[config.mk]
export PLATFORM = sky130hd
export DESIGN_NAME = rxq_status_tracker
export DESIGN_NICKNAME = d
export VERILOG_FILES = /design/src/rtl/rxq_pkg.sv /design/src/rtl/rxq_frame_ctl.sv /design/src/rtl/rxq_status_queue.sv /design/src/rtl/rxq_occupancy.sv /design/src/rtl/rxq_status_tracker.sv
export SDC_FILE = /design/constraint.sdc
export NUM_CORES = 1
export LEC_CHECK = 0
export ABC_AREA = 1
export ABC_CLOCK_PERIOD_IN_PS = 1900
export BUFFER_PORTS_ARGS = -buffer_cell sky130_fd_sc_hd__buf_2
export CAP_MARGIN = 20
export CORE_MARGIN = 2
export CORE_UTILIZATION = 30
export CTS_CLUSTER_DIAMETER = 50
export CTS_CLUSTER_SIZE = 25
export DETAILED_ROUTE_END_ITERATION = 6
export PLACE_DENSITY_LB_ADDON = 0.15
export SLEW_MARGIN = 20
export SYNTH_ARGS = -nofsm -noshare
export SYNTH_HDL_FRONTEND = slang
export SYNTH_HIERARCHICAL = 1
export SYNTH_SLANG_ARGS = --single-unit
[constraint.sdc]
create_clock -name clk -period 1.9 [get_ports clk]
set_input_delay 0.095 -clock clk [delete_from_list [all_inputs] [get_ports clk]]
set_output_delay 0.095 -clock clk [all_outputs]
set_load 0.01 [all_outputs]
[src/rtl/rxq_pkg.sv]
`timescale 1ns/1ps
package rxq_pkg;

  // Width of the byte-count field in the status word.
  localparam int unsigned LEN_W = 11;

  localparam logic [3:0] CODE_NONE     = 4'b0000;
  localparam logic [3:0] CODE_OVERRUN  = 4'b1000;
  localparam logic [3:0] CODE_OVERSIZE = 4'b1001;

  typedef struct packed {
    logic [3:0]       code;
    logic [LEN_W-1:0] len;
  } pkt_entry_t;

  typedef enum logic [1:0] {
    FR_IDLE = 2'd0,
    FR_RECV = 2'd1,
    FR_DROP = 2'd2
  } frame_state_e;

endpackage

[src/rtl/rxq_frame_ctl.sv]
`timescale 1ns/1ps
// Write-side frame tracking: accepts or refuses frames, counts stored bytes,
// builds the status entry at end of frame.
module rxq_frame_ctl
  import rxq_pkg::*;
#(
  parameter int unsigned MAX_LEN = 1514
) (
  input  logic             clk,
  input  logic             rst_n,
  input  logic             clr,
  input  logic             mac_wr,
  input  logic             mac_eof,
  input  logic [3:0]       mac_err_code,
  input  logic             space_ok,
  input  logic             queue_full,
  input  logic             ovr_flag,
  output logic             byte_store,
  output logic             ovr_hit,
  output logic             push,
  output pkt_entry_t       push_entry,
  output logic             receiving,
  output logic [LEN_W-1:0] cur_len
);

  localparam logic [LEN_W-1:0] LEN_LIMIT = LEN_W'(MAX_LEN);

  frame_state_e     state_q, state_d;
  logic [LEN_W-1:0] len_q, len_d, len_now;
  logic             ovr_q, ovr_d, frame_ovr;
  logic             len_cap;
  logic [3:0]       code_sel;

  always_comb begin
    state_d    = state_q;
    byte_store = 1'b0;
    ovr_hit    = 1'b0;
    push       = 1'b0;
    frame_ovr  = ovr_q;
    len_cap    = &len_q;

    unique case (state_q)
      FR_IDLE: begin
        if (mac_wr) begin
          if (queue_full || ovr_flag) begin
            if (!mac_eof) state_d = FR_DROP;
          end else if (!space_ok) begin
            ovr_hit = 1'b1;
            if (!mac_eof) state_d = FR_DROP;
          end else begin
            byte_store = 1'b1;
            if (mac_eof) push = 1'b1;
            else         state_d = FR_RECV;
          end
        end
      end
      FR_RECV: begin
        if (mac_wr) begin
          if (!ovr_q && !len_cap) begin
            if (space_ok) begin
              byte_store = 1'b1;
            end else begin
              ovr_hit   = 1'b1;
              frame_ovr = 1'b1;
            end
          end
          if (mac_eof) begin
            push    = 1'b1;
            state_d = FR_IDLE;
          end
        end
      end
      FR_DROP: begin
        if (mac_wr && mac_eof) state_d = FR_IDLE;
      end
      default: state_d = FR_IDLE;
    endcase

    len_now = len_q + LEN_W'(byte_store);

    if (frame_ovr)                  code_sel = CODE_OVERRUN;
    else if (mac_err_code != 4'd0)  code_sel = mac_err_code;
    else if (len_now > LEN_LIMIT)   code_sel = CODE_OVERSIZE;
    else                            code_sel = CODE_NONE;

    push_entry.code = code_sel;
    push_entry.len  = len_now;

    if (state_d == FR_RECV && !push) begin
      len_d = len_now;
      ovr_d = frame_ovr;
    end else begin
      len_d = '0;
      ovr_d = 1'b0;
    end

    if (clr) begin
      state_d    = FR_IDLE;
      len_d      = '0;
      ovr_d      = 1'b0;
      byte_store = 1'b0;
      ovr_hit    = 1'b0;
      push       = 1'b0;
    end
  end

  always_ff @(posedge clk or negedge rst_n) begin
    if (!rst_n) begin
      state_q <= FR_IDLE;
      len_q   <= '0;
      ovr_q   <= 1'b0;
    end else begin
      state_q <= state_d;
      len_q   <= len_d;
      ovr_q   <= ovr_d;
    end
  end

  assign receiving = (state_q == FR_RECV);
  assign cur_len   = len_q;

endmodule

[src/rtl/rxq_status_queue.sv]
`timescale 1ns/1ps
// Circular queue of per-frame status entries.
module rxq_status_queue
  import rxq_pkg::*;
#(
  parameter  int unsigned SLOTS = 8,
  localparam int unsigned CNT_W = $clog2(SLOTS + 1)
) (
  input  logic             clk,
  input  logic             rst_n,
  input  logic             clr,
  input  logic             push,
  input  pkt_entry_t       push_entry,
  input  logic             pop,
  output pkt_entry_t       head_entry,
  output logic [CNT_W-1:0] count
);

  localparam int unsigned PTR_W = (SLOTS > 1) ? $clog2(SLOTS) : 1;
  localparam logic [PTR_W-1:0] LAST_PTR = PTR_W'(SLOTS - 1);

  logic [PTR_W-1:0] wr_ptr_q, wr_ptr_d, rd_ptr_q, rd_ptr_d;
  logic [CNT_W-1:0] count_q, count_d;
  pkt_entry_t       slot_rd [SLOTS];

  function automatic logic [PTR_W-1:0] ptr_next(input logic [PTR_W-1:0] p);
    return (p == LAST_PTR) ? '0 : p + PTR_W'(1);
  endfunction

  for (genvar g = 0; g < SLOTS; g++) begin : g_slot
    pkt_entry_t entry_q;
    logic       wr_en;
    assign wr_en = push && (wr_ptr_q == PTR_W'(g));
    always_ff @(posedge clk) begin
      if (wr_en) entry_q <= push_entry;
    end
    assign slot_rd[g] = entry_q;
  end

  always_comb begin
    wr_ptr_d = push ? ptr_next(wr_ptr_q) : wr_ptr_q;
    rd_ptr_d = pop  ? ptr_next(rd_ptr_q) : rd_ptr_q;
    count_d  = count_q + CNT_W'(push) - CNT_W'(pop);
    if (clr) begin
      wr_ptr_d = '0;
      rd_ptr_d = '0;
      count_d  = '0;
    end
  end

  always_ff @(posedge clk or negedge rst_n) begin
    if (!rst_n) begin
      wr_ptr_q <= '0;
      rd_ptr_q <= '0;
      count_q  <= '0;
    end else begin
      wr_ptr_q <= wr_ptr_d;
      rd_ptr_q <= rd_ptr_d;
      count_q  <= count_d;
    end
  end

  assign head_entry = slot_rd[rd_ptr_q];
  assign count      = count_q;

endmodule

[src/rtl/rxq_occupancy.sv]
`timescale 1ns/1ps
// Byte FIFO occupancy, host read position, overrun and underrun flags.
module rxq_occupancy
  import rxq_pkg::*;
#(
  parameter  int unsigned FIFO_BYTES  = 2048,
  parameter  int unsigned RESUME_FREE = 16,
  localparam int unsigned OCC_W       = $clog2(FIFO_BYTES + 1)
) (
  input  logic             clk,
  input  logic             rst_n,
  input  logic             clr,
  input  logic             byte_store,
  input  logic             ovr_hit,
  input  logic             host_rd,
  input  logic             discard,
  input  logic             q_empty,
  input  logic [LEN_W-1:0] head_len,
  output logic             pop,
  output logic             space_ok,
  output logic [OCC_W-1:0] free_bytes,
  output logic             rx_ovr,
  output logic             rx_underrun
);

  localparam logic [OCC_W-1:0] CAPACITY = OCC_W'(FIFO_BYTES);
  localparam logic [OCC_W-1:0] RESUME   = OCC_W'(RESUME_FREE);

  logic [OCC_W-1:0] used_q, used_d, free_d;
  logic [LEN_W-1:0] rd_pos_q, rd_pos_d, unread;
  logic             ovr_q, ovr_d, undr_q, undr_d;
  logic             rd_ok, rd_bad, head_done;

  always_comb begin
    head_done = (rd_pos_q == head_len);
    pop       = discard && !q_empty && !clr;
    rd_ok     = host_rd && !discard && !q_empty && !head_done && !clr;
    rd_bad    = host_rd && !discard && (q_empty || head_done) && !clr;
    unread    = head_len - rd_pos_q;

    used_d = used_q + OCC_W'(byte_store) - OCC_W'(rd_ok)
             - (pop ? OCC_W'(unread) : '0);
    rd_pos_d = pop ? '0 : rd_pos_q + LEN_W'(rd_ok);
    free_d   = CAPACITY - used_d;

    if (ovr_hit)                       ovr_d = 1'b1;
    else if (ovr_q && (free_d > RESUME)) ovr_d = 1'b0;
    else                               ovr_d = ovr_q;

    undr_d = undr_q | rd_bad;

    if (clr) begin
      used_d   = '0;
      rd_pos_d = '0;
      ovr_d    = 1'b0;
      undr_d   = 1'b0;
    end
  end

  always_ff @(posedge clk or negedge rst_n) begin
    if (!rst_n) begin
      used_q   <= '0;
      rd_pos_q <= '0;
      ovr_q    <= 1'b0;
      undr_q   <= 1'b0;
    end else begin
      used_q   <= used_d;
      rd_pos_q <= rd_pos_d;
      ovr_q    <= ovr_d;
      undr_q   <= undr_d;
    end
  end

  assign space_ok    = (used_q < CAPACITY);
  assign free_bytes  = CAPACITY - used_q;
  assign rx_ovr      = ovr_q;
  assign rx_underrun = undr_q;

endmodule

[src/rtl/rxq_status_tracker.sv]
`timescale 1ns/1ps
module rxq_status_tracker
  import rxq_pkg::*;
#(
  parameter  int unsigned FIFO_BYTES  = 2048,
  parameter  int unsigned MAX_PKTS    = 8,
  parameter  int unsigned RESUME_FREE = 16,
  parameter  int unsigned MAX_LEN     = 1514,
  localparam int unsigned OCC_W       = $clog2(FIFO_BYTES + 1),
  localparam int unsigned CNT_W       = $clog2(MAX_PKTS + 1)
) (
  input  logic             clk,
  input  logic             rst_n,
  input  logic             mac_wr,
  input  logic             mac_eof,
  input  logic [3:0]       mac_err_code,
  input  logic             host_rd,
  input  logic             cmd_discard,
  input  logic             cmd_rx_reset,
  output logic [15:0]      rx_status,
  output logic             rx_complete,
  output logic             flag_receiving,
  output logic             flag_rx_ovr,
  output logic             flag_status_ovr,
  output logic             flag_rx_underrun,
  output logic             adapter_fail,
  output logic [OCC_W-1:0] free_bytes,
  output logic [CNT_W-1:0] pkt_count
);

  localparam logic [CNT_W-1:0] FULL_CNT = CNT_W'(MAX_PKTS);

  // Asynchronous assertion, synchronous release.
  logic [1:0] rst_pipe_q;
  logic       rst_sync_n;

  always_ff @(posedge clk or negedge rst_n) begin
    if (!rst_n) rst_pipe_q <= 2'b00;
    else        rst_pipe_q <= {rst_pipe_q[0], 1'b1};
  end
  assign rst_sync_n = rst_pipe_q[1];

  logic             byte_store, ovr_hit, push, pop, space_ok;
  logic             q_empty, q_full, receiving, rx_ovr, rx_underrun;
  logic [LEN_W-1:0] cur_len;
  pkt_entry_t       push_entry, head_entry;
  logic [CNT_W-1:0] count;
  logic [OCC_W-1:0] free_cnt;

  assign q_empty = (count == '0);
  assign q_full  = (count == FULL_CNT);

  rxq_frame_ctl #(.MAX_LEN(MAX_LEN)) frame_i (
    .clk          (clk),
    .rst_n        (rst_sync_n),
    .clr          (cmd_rx_reset),
    .mac_wr       (mac_wr),
    .mac_eof      (mac_eof),
    .mac_err_code (mac_err_code),
    .space_ok     (space_ok),
    .queue_full   (q_full),
    .ovr_flag     (rx_ovr),
    .byte_store   (byte_store),
    .ovr_hit      (ovr_hit),
    .push         (push),
    .push_entry   (push_entry),
    .receiving    (receiving),
    .cur_len      (cur_len)
  );

  rxq_status_queue #(.SLOTS(MAX_PKTS)) queue_i (
    .clk        (clk),
    .rst_n      (rst_sync_n),
    .clr        (cmd_rx_reset),
    .push       (push),
    .push_entry (push_entry),
    .pop        (pop),
    .head_entry (head_entry),
    .count      (count)
  );

  rxq_occupancy #(.FIFO_BYTES(FIFO_BYTES), .RESUME_FREE(RESUME_FREE)) occ_i (
    .clk         (clk),
    .rst_n       (rst_sync_n),
    .clr         (cmd_rx_reset),
    .byte_store  (byte_store),
    .ovr_hit     (ovr_hit),
    .host_rd     (host_rd),
    .discard     (cmd_discard),
    .q_empty     (q_empty),
    .head_len    (head_entry.len),
    .pop         (pop),
    .space_ok    (space_ok),
    .free_bytes  (free_cnt),
    .rx_ovr      (rx_ovr),
    .rx_underrun (rx_underrun)
  );

  // Completion pulse and queue-full flag.
  logic complete_q, complete_d, stovr_q, stovr_d;

  always_comb begin
    complete_d = push && q_empty;
    stovr_d    = stovr_q;
    if (pop)                                          stovr_d = 1'b0;
    else if (push && (count == FULL_CNT - CNT_W'(1))) stovr_d = 1'b1;
    if (cmd_rx_reset) begin
      complete_d = 1'b0;
      stovr_d    = 1'b0;
    end
  end

  always_ff @(posedge clk or negedge rst_sync_n) begin
    if (!rst_sync_n) begin
      complete_q <= 1'b0;
      stovr_q    <= 1'b0;
    end else begin
      complete_q <= complete_d;
      stovr_q    <= stovr_d;
    end
  end

  assign rx_status        = q_empty ? {1'b1, 4'b0000, cur_len}
                                    : {1'b0, head_entry.code, head_entry.len};
  assign rx_complete      = complete_q;
  assign flag_receiving   = receiving;
  assign flag_rx_ovr      = rx_ovr;
  assign flag_status_ovr  = stovr_q;
  assign flag_rx_underrun = rx_underrun;
  assign adapter_fail     = rx_underrun;
  assign free_bytes       = free_cnt;
  assign pkt_count        = count;

endmodule

# Word level (Yosys, flattened, before mapping)
# Cells that the tools add are included.
[totals]
ff_bits = 173
out_inout_bits = 38
inputBits = 11
wordCells = 166
[op_classes]
eq_ne = 14
muxes = 65
reduce_logical = 40
add_sub_neg = 12
bitwise_logic = 2
magnitude_cmp = 4
[op_table]
columns = ["cell", "n"]
rows = [
  ["2-to-1 mux 11 bit", 5],
  ["binary-select mux 15 bit (select 3 bit)", 1],
  ["2-to-1 mux 1 bit", 32],
  ["2-to-1 mux 15 bit", 2],
  ["subtractor 12 bit, first input constant", 2],
  ["adder 11 x 1 -> 11 bit", 2],
  ["logical AND 1 bit", 22],
  ["2-to-1 mux 2 bit", 9],
  ["2-to-1 mux 3 bit", 6],
  ["2-to-1 mux 16 bit", 1],
  ["2-to-1 mux 4 bit", 4],
  ["== test 3 bit, second input constant", 5],
  ["adder 12 x 1 -> 12 bit", 1],
  ["> comparator 12 x 5 -> 1 bit, second input constant", 1],
  ["less-than comparator 12 bit, second input constant", 1],
  ["2-to-1 mux 12 bit", 1],
  ["subtractor 12 x 1 -> 12 bit", 1],
  ["subtractor 12 bit", 1],
  ["== test 11 bit", 1],
  ["> comparator 11 bit, second input constant", 1],
  ["AND reduction 11 bit", 1],
  ["subtractor 11 bit", 1],
  ["logical NOT 1 bit", 7],
  ["adder 3 x 1 -> 3 bit, second input constant", 2],
  ["20 further kinds", 27],
]

# Logic depth before layout (Yosys ltp)
[logic_depth]
word_depth = 16
ltp_mapped = 37

# Modules after synthesis
# Netlist, hierarchy kept.
[by_module_without_submodules]
columns = ["module", "seq_area_each_um2", "area_each_um2", "cells_each", "instances"]
rows = [
  ["rxq_status_queue", 3853.7, 5914.4, 598, 1],
  ["rxq_occupancy", 625.6, 2816.5, 417, 1],
  ["rxq_frame_ctl", 350.3, 955.9, 144, 1],
  ["rxq_status_tracker", 100.1, 396.6, 66, 1],
]

# Worst setup path after synthesis
# No wires, ideal clock.
[synth_timing]
path_kind = "reg2reg"
from = "register queue_i.rd_ptr_q[0]"
to = "register occ_i.ovr_q (netlist: occ_i/rx_ovr)"
arrival_ns = 4.188
setup_time_ns = 0.121
setup_slack_ns = -2.409
path_stages_with_launch = 30
t_required_ns = 1.779
n_path_buf = 2
cell_sequence = "dfrtp_1 -> buf_4 -> inv_6 -> buf_6 -> nand2_1 -> nand3_1 -> nand2_1 -> nand2_1 -> nand2_1 -> ha_1 -> nand2_1 -> nor2_1 -> nand4_1 -> nor3_1 -> nor3_1 -> fa_1 -> inv_1 -> fa_1 -> ha_1 -> fa_1 -> nor2_1 -> nor2_1 -> nor2_1 -> nand3_1 -> nor2_1 -> nand3_1 -> nor2_1 -> nand2_1 -> nand4_1 -> a21oi_1"
[synth_lines]
columns = ["item", "line_no", "source"]
rows = [
  ["from (decl)", "rxq_status_queue.sv:22", "logic [PTR_W-1:0] wr_ptr_q, wr_ptr_d, rd_ptr_q, rd_ptr_d;"],
  ["from (signal assigned)", "rxq_status_queue.sv:58", "rd_ptr_q <= rd_ptr_d;"],
  ["to (signal assigned)", "rxq_occupancy.sv:69", "ovr_q <= ovr_d;"],
  ["to (decl)", "rxq_occupancy.sv:31", "logic ovr_q, ovr_d, undr_q, undr_d;"],
]

==> impl_metrics.ini <==
[clock_network]
clockBufferDepth = 2
cts_tree = yes
path_clk_slew_ns = 0.07
cts_root_buf = clkbuf_16
cts_made_buffers = 17
clock_tree.htree_level_count = 4
clk_latency_ns = 0.44
cts.sinks = 173

[synth]
ys_warn_count = 6
synth_top_family_by_area = simple AND/OR/NAND/NOR gates
syn_inst = 1225
synth_edf_count = 120
synth_compound_area_share_pct = 3.59
synth.distinct_cells = 46
netlist_area_um2 = 10100
synth_fa_ha_area_share_pct = 7.82
yosysTopAreaCellShare_pct = 35.7
synth-seq-area-share_pct = 48.9
synth_nets = 1296
yosysTopAreaCell = edfxtp_1
synthXorXnorAreaFrac_pct = 1.39
ys_ff_latch = 173
avgSynthCellArea_um2 = 8.23
async_reset_ff_share_pct = 30.6
yosys.area_share.simple_pct = 25.9
muxShareOfSynthArea_pct = 0
synthTopCellsByArea = edfxtp_1 (36%), dfrtp_1 (13%), nand2_1 (13%)
synth_ff_type = edfxtp_1

[critical_path]
reg2reg_slack_ns = -2.56
slowest_delay_ns = 0.55
critPathSlowestCell = dfrtp_2
path_class = register to register
crit_fanout = 7
cp-end-kind = register
rr_startpoint = queue_i/rd_ptr_q[0]
cp-startpoint = queue_i/rd_ptr_q[0]
cpMostUsedCell = nand2_1
worstPathArrival_ns = 4.82
start_kind = register
critPathRequiredTime_ns = 2.26

[global_route]
grt_pass1_vias = 8758
grt_max_degree = 52
antenna_found_initial = 0
gr-total-overflow = 0
grt_pass1_wl_mm = 47.9
grt_usage_pct = 17.7

[place]
io_buffers = 48
place_congestion = 0.885
post-dp-hpwl_mm = 20.6
preCtsSetupSlack_ns = -2.87

[cells_and_area]
syn_to_final_growth_pct = 55.6
layout.nets = 1603
n_fill_cell = 3206
num_antenna_cells = 0
fin_util_pct = 47.2
layout-drive-gt1-share_pct = 44.1

[floorplanning]
die_x_um = 187
dieArea_um2 = 35100
core_area_um2 = 33300
die_height_um = 187
fp-row-count = 67
io-pin-count = 49
initial_core_util_pct = 30.3

[routing]
ant_nets = 0
drtIter0Drc = 386
vias = 8832
via_per_inst = 4.43
wl_per_cell_um = 15.6
drc_errors = 0
wl_mm = 31.0
first_pass_iters = 6

[pwr]
p_sw_mw = 9.60
power_leakage_nw = 7.20
power_density_nw_per_um2 = 1480
power_frac_seq_pct = 19.1
internal_power_mw = 13.6
p_sw_share_pct = 41.4
power_frac_comb_pct = 64.5
vdd_drop_max_mv = 1.80
clock_power_share_pct = 16.3

[hold_path]
hp-start = host_rd
hold_class = input pin to register

[timing]
tns_ns = -137.40
final_hold_viol_count = 0
setup_viol = 294
slew_viol_final = 0
max_freq_mhz = 224
grt_setup_unrepaired = yes
finalCriticalPeriod_ns = 4.46
skew_ns = 0.0149
layout_worst_path_cycle_share_pct = 235
setup_ws_ns = -2.56

[run_status]
violations = negative setup slack
outcome = complete, but fails checks

[job]
drv_cap = 0
cell families after synthesis:
family                     after synthesis
AOI/OAI and AO/OA                       62
other                                    1
and+or+nand+nor                        611
buffers and inverters                  302
DFF                                    173
adders and majority gates               60
xor gates and xnor gates                16
Yosys cell counts (all sizes together), types with 6 or more instances:
cell type	number
edfxtp	120
inv	268
buf	28
a21oi	30
dfrtp	53
nor3	23
nand4	6
nand3	115
ha	55
nor2	95
nand2	360
xor2	12
o21ai	18
metrics by stage:
step / cells / power [mW] / hold slack [ns] / cell area (um2)
2_1_floorplan: 1225 / 10.9 / -0.201 / 10500
5_1_grt: 1993 / 24.9 / 0.0133 / 15700
3_5_place_dp: 1891 / 14.9 / -0.116 / 12700
4_1_cts: 1982 / 21.5 / 0.0183 / 14700
3_3_place_gp: 1891 / 14.9 / -0.118 / 12700
6_report: 1993 / 23.2 / 0.0165 / 15700
power by group through the flow:
stage	clock network (mW)	logic, mW	registers, mW
2_1_floorplan	0	6.41	4.50
3_3_place_gp	0	10.4	4.47
3_5_place_dp	0	10.5	4.47
4_1_cts	3.87	13.3	4.42
5_1_grt	4.04	16.4	4.45
6_report	3.79	15.0	4.43
sequential cells by signal, summed over array words and instances, names as in the netlist, 3 cells and up:
register,flops
queue_i/wr_ptr_q,3
occ_i/rd_pos_q,11
queue_i/count,4
queue_i/rd_ptr_q,3
queue_i/g_slot.entry_q,120
frame_i/cur_len,11
occ_i/used_q,12
layer usage:
metal	global-route usage [%]	vias to the layer above	share of wire (%)
met5	0	-	0
met1	24.4	4223	48
li1	-	4452	-
met3	2.29	28	3.0
met4	4.24	0	1.6
met2	29.4	129	48
critical path: cells and delay by family, from the launching register on:
family	cells	cell delay (ns)
fa+ha+maj	5	1.67
simple gates	18	1.66
flops	1	0.55
buf+inv	4	0.40
compound gates	1	0.12
cells in the final DEF (no fill, tap or decap), types with 7 or more instances in the layout:
master and count:
a21oi_1 16, a21oi_2 8, buf_12 19, buf_2 44
buf_4 172, buf_6 66, buf_8 7, clkbuf_16 20
dfrtp_1 48, edfxtp_1 120, ha_1 22, ha_4 32
inv_1 225, inv_2 24, inv_6 11, nand2_1 249
nand2_2 79, nand2_4 31, nand3_1 76, nand3_2 33
nor2_1 47, nor2_2 27, nor2_4 21, nor3_1 8
nor3_4 9, o21ai_0 7, xor2_1 9
final timing paths:
path	endpoint	cells after the start
hold reg to reg	queue_i/wr_ptr_q[1]	1
hold / removal	occ_i/rx_underrun	3
setup / recovery	occ_i/rx_ovr	28
max in group asynchronous	rst_pipe_q[1]	3
min in group asynchronous	queue_i/wr_ptr_q[1]	1
setup reg to reg	occ_i/rx_ovr	28
area by class of cell:
cell class                      count  area, um2  share of cell area (%)
Multi-Input combinational cell    750       5520                    35.2
Sequential cell                   173       4940                    31.5
Timing Repair Buffer              315       2890                    18.4
Inverter                          270       1100                    7.02
Tap cell                          448        561                    3.57
Clock buffer                       17        425                    2.71
Clock inverter                     15        200                    1.28
Timing Repair inverter              5       58.8                   0.375
timing repair:
item | in CTS | in global routing
pin swaps | 92 | 117
hold endpoints to repair | 2 | 0
cloned | 6 | 6
hold buffers | 2 | 0
gates resized for setup | 201 | 223
endpoints found under the setup margin | 292 | 310
setup buffers | 55 | 32
(Power assumes the default switching activity.)
